**src/rtl/fir_decim2.sv**
```systemverilog
module fir_decim2 #(
  parameter int IN_W   = 20,
  parameter int OUT_W  = 20,
  parameter int COEF_W = 16,
  parameter int NTAPS  = 21,
  parameter int SHIFT  = 14,
  parameter logic [COEF_W*((NTAPS+1)/2)-1:0] COEFS = {
    16'h4000, 16'hF1F0, 16'hFECA, 16'h04B0, 16'h015E, 16'hFE7A,
    16'hFF4C, 16'h006E, 16'h003C, 16'hFFDD, 16'hFFEC}
) (
  input  logic                    clk,
  input  logic                    rst_n,
  input  logic                    in_valid,
  input  logic signed [IN_W-1:0]  in_data,
  output logic                    out_valid,
  output logic signed [OUT_W-1:0] out_data
);
  localparam int NHALF  = (NTAPS + 1) / 2;
  localparam bit ODD    = (NTAPS % 2) == 1;
  localparam int PRE_W  = IN_W + 1;
  localparam int PROD_W = PRE_W + COEF_W;
  localparam int ACC_W  = PROD_W + $clog2(NHALF) + 1;
  localparam logic signed [ACC_W-1:0] HALF = ACC_W'(1) << (SHIFT - 1);
  localparam logic signed [ACC_W-1:0] MAXV = (ACC_W'(1) << (OUT_W - 1)) - ACC_W'(1);
  localparam logic signed [ACC_W-1:0] MINV = -(ACC_W'(1) << (OUT_W - 1));

  logic signed [IN_W-1:0]   dly  [NTAPS-1];
  logic signed [IN_W-1:0]   win  [NTAPS];
  logic signed [PROD_W-1:0] prod [NHALF];
  logic                     phase;
  logic signed [ACC_W-1:0]  acc, rnd, scaled;
  logic signed [OUT_W-1:0]  clipped;

  assign win[0] = in_data;
  for (genvar k = 1; k < NTAPS; k++) begin : g_win
    assign win[k] = dly[k-1];
  end

  for (genvar k = 0; k < NHALF; k++) begin : g_tap
    logic signed [PRE_W-1:0]  pre;
    logic signed [COEF_W-1:0] cf;
    assign cf = COEFS[k*COEF_W +: COEF_W];
    if (ODD && k == NHALF - 1) begin : g_mid
      assign pre = {win[k][IN_W-1], win[k]};
    end else begin : g_pair
      assign pre = {win[k][IN_W-1], win[k]} + {win[NTAPS-1-k][IN_W-1], win[NTAPS-1-k]};
    end
    assign prod[k] = pre * cf;
  end

  always_comb begin
    acc = '0;
    for (int k = 0; k < NHALF; k++) acc = acc + ACC_W'(prod[k]);
  end

  assign rnd     = acc + HALF;
  assign scaled  = rnd >>> SHIFT;
  assign clipped = (scaled > MAXV) ? MAXV[OUT_W-1:0] :
                   (scaled < MINV) ? MINV[OUT_W-1:0] : scaled[OUT_W-1:0];

  always_ff @(posedge clk) begin
    if (!rst_n) begin
      for (int k = 0; k < NTAPS - 1; k++) dly[k] <= '0;
      phase     <= 1'b0;
      out_valid <= 1'b0;
      out_data  <= '0;
    end else begin
      out_valid <= 1'b0;
      if (in_valid) begin
        dly[0] <= in_data;
        for (int k = 1; k < NTAPS - 1; k++) dly[k] <= dly[k-1];
        phase <= ~phase;
        if (phase) begin
          out_valid <= 1'b1;
          out_data  <= clipped;
        end
      end
    end
  end
endmodule

```
**config.mk**
```make
export PLATFORM = sky130hd
export DESIGN_NAME = fir_decim2
export DESIGN_NICKNAME = d
export VERILOG_FILES = /design/src/rtl/fir_decim2.sv
export SDC_FILE = /design/constraint.sdc
export NUM_CORES = 2
export LEC_CHECK = 0
export BUFFER_PORTS_ARGS = -buffer_cell sky130_fd_sc_hd__buf_4
export CORE_UTILIZATION = 50
export CTS_BUF_LIST = sky130_fd_sc_hd__clkbuf_4 sky130_fd_sc_hd__clkbuf_8
export CTS_CLUSTER_SIZE = 10
export DETAILED_ROUTE_END_ITERATION = 6
export PLACE_DENSITY = 0.65
export SKIP_CTS_REPAIR_TIMING = 1
export SLEW_MARGIN = 15
export SYNTH_ARGS = -nofsm -noshare
export SYNTH_HDL_FRONTEND = slang
export SYNTH_SLANG_ARGS = --single-unit
```
**constraint.sdc**
```tcl
create_clock -name clk -period 39.8 [get_ports clk]
set_clock_uncertainty 0.05 [all_clocks]
set_input_delay 5.97 -clock clk [delete_from_list [all_inputs] [get_ports clk]]
set_output_delay 5.97 -clock clk [all_outputs]
set_load 0.05 [all_outputs]
```
==> impl_metrics.ini <==
[outcome]
status = completed

[placement]
portBuffers = 43
place_ws_ns = 21.93
hpwl_microns = 145000
gp_congestion = 0.924

[clock_network]
clkLatencyLatePin_ns = 0.78
cts_tree = built
cts_num_sinks = 422
htree_levels = 3
path_clk_slew_ns = 0.06
ctsRootBufferMaster = clkbuf_8
clockBufferDepth = 3
cts_buffers = 84

[synthesis]
yosysTopAreaCell = fa_1
netlist_top_cells_count = inv_1, ha_1, fa_1, and3_1, edfxtp_1
synth-async-reset-ratio_pct = 0
ys.flop_type = edfxtp_1
synthesis.area_sq_um = 65100
synth_nets = 8346
ys_top_cells_by_area = fa_1, ha_1, edfxtp_1
synth_enable_flop_cells = 400
synth_cells = 6485
netlist.area_leader.share_pct = 25.0
yosysSeqAreaShare_pct = 19.1
ys_warn_count = 0
ys_ff_latch = 422
yosysMostFrequentCell = inv_1
ys_types = 110
synth.avg_cell_area_sq_um = 10.0

[worst_setup_path]
arrival_ns = 17.82
crit_buf_inv = 3
cp_max_fo = 19
cpPeakStageDelay_ns = 0.93
r2r_start = dly[1][0]
worst-r2r-setup-slack_ns = 24.49
crit_type = primary input to flip-flop
end_kind = flip-flop
worst_path_dominant_cell_family = compound AO/OA/AOI/OAI gates
start_kind = primary input
crit_required_ns = 40.37
reg2reg_to = out_data[15]
ff2ff_path_depth = 46
slowest_stage = a311oi_4

[detailed_routing]
drt_iter0_markers = 3665
via_per_inst = 5.51
highest_layer = met4
routed_wl_microns = 171000
firstDrtPassIters = 6
drc_errors = 0
wl_met1_microns = 79000
wl_per_cell_microns = 20.5
final_antenna_net_count = 0
met2_length_microns = 76900
num_vias = 46000
wl_met3_microns = 10500

[sta]
rsz0062_at_grt = false
slew_headroom_pct = 23.2
period_needed_ns = 17.25
setup_violations = 0
max_freq_ghz = 0.0580
finalHoldViolCount = 0
setup_slack_ns = 22.55
slew_violations = 0
period_share_pct = 43.3
tightest_slew_ns = 1.12
fin_setup_tns_ns = 0
whs_ns = 0.485

[floorplan]
die_w_microns = 363
core_sq_um = 128000
start_util_pct = 50.7
io-pin-count = 44
fp-row-count = 131
die_area_sq_um = 132000
fp.dieH_microns = 363

[global_route]
grt_pass1_vias = 45600
grt_max_degree = 176
grt_overflow = 0
grt_pass1_wl_microns = 268000
antenna_found_initial = 4
track_usage_pct = 26.7

[cells_and_area]
num-nets-final = 8406
drive_gt1_share_pct = 4.98
fillerInstances = 11400
syn2layout_area_growth_pct = 6.55

[job]
maxCapViolCount = 0

[worst_hold_path]
min_to = dly[1][66]
hp-class = flip-flop to flip-flop
hold_depth = 1
min-delay-start = dly[1][46]
==> worst max path at each step <==
stage                          start           end  slack, ns  cells after the start
after global placement    in_data[0]  out_data[15]      22.10                     43
after CTS                 in_data[0]  out_data[15]      22.79                     43
final                     in_data[0]  out_data[15]      22.55                     43
after floorplan             in_valid     dly[0][0]      23.14                      2
after global routing      in_data[0]  out_data[15]      22.11                     43
after detailed placement  in_data[0]  out_data[15]      21.93                     43
==> registers in the layout, summed over array words and instances (netlist names) <==
register and cells:
dly 400, out_data 20, out_valid 1, phase 1
==> layer usage <==
| metal | vias up | global-route usage, % |
|---|---|---|
| li1 | 21800 | - |
| met2 | 1169 | 41.5 |
| met1 | 22900 | 38.5 |
| met5 | - | 0 |
| met3 | 164 | 3.85 |
| met4 | 0 | 7.57 |
==> through the flow <==
stage	instances	cell area [sq um]	util (%)
floorplan	6485	65100	-
global placement	8188	67400	52.5
detailed placement	8188	67400	52.5
CTS	8341	69300	54.0
global route	8342	69300	54.0
finish	8342	69300	54.0
==> cell type report <==
| class | instances | area (sq um) | area share [%] |
|---|---|---|---|
| antenna | 1 | 2.50 | 0.00361 |
| clock buffer | 108 | 1350 | 1.95 |
| clock inverter | 45 | 544 | 0.785 |
| inverter | 1362 | 5110 | 7.37 |
| multi-input combinational | 4600 | 47100 | 68.0 |
| sequential | 422 | 12500 | 18.0 |
| tap | 1729 | 2160 | 3.12 |
| timing repair buffer | 75 | 591 | 0.852 |
==> kinds of logic (layout without fill, tap and decap cells) <==
group | count (synthesis) | after routing | synth area share (%)
and+or+nand+nor | 1296 | 1296 | 10.8
buffers and inverters | 1463 | 1590 | 8.46
xor gates and xnor gates | 470 | 470 | 6.41
muxes | 18 | 18 | 0.294
other | 0 | 1 | 0
AOI/OAI and AO/OA | 978 | 978 | 10.2
adders and majority gates | 1838 | 1838 | 44.7
DFF | 422 | 422 | 19.1
==> placed cells by master, fill, tap and decap left out, types with 86 or more instances in the layout <==
master / n
and3_1: 403
ha_1: 1026
a21o_1: 119
nor3_1: 95
nand2_1: 166
xor2_1: 167
a21oi_1: 284
o21ai_0: 155
edfxtp_1: 400
clkbuf_8: 86
xnor2_1: 297
nor2_1: 223
inv_1: 1359
fa_1: 812
Power is not shown: default switching activity piles up to over one toggle a cycle in this logic, so the estimate is an artifact.
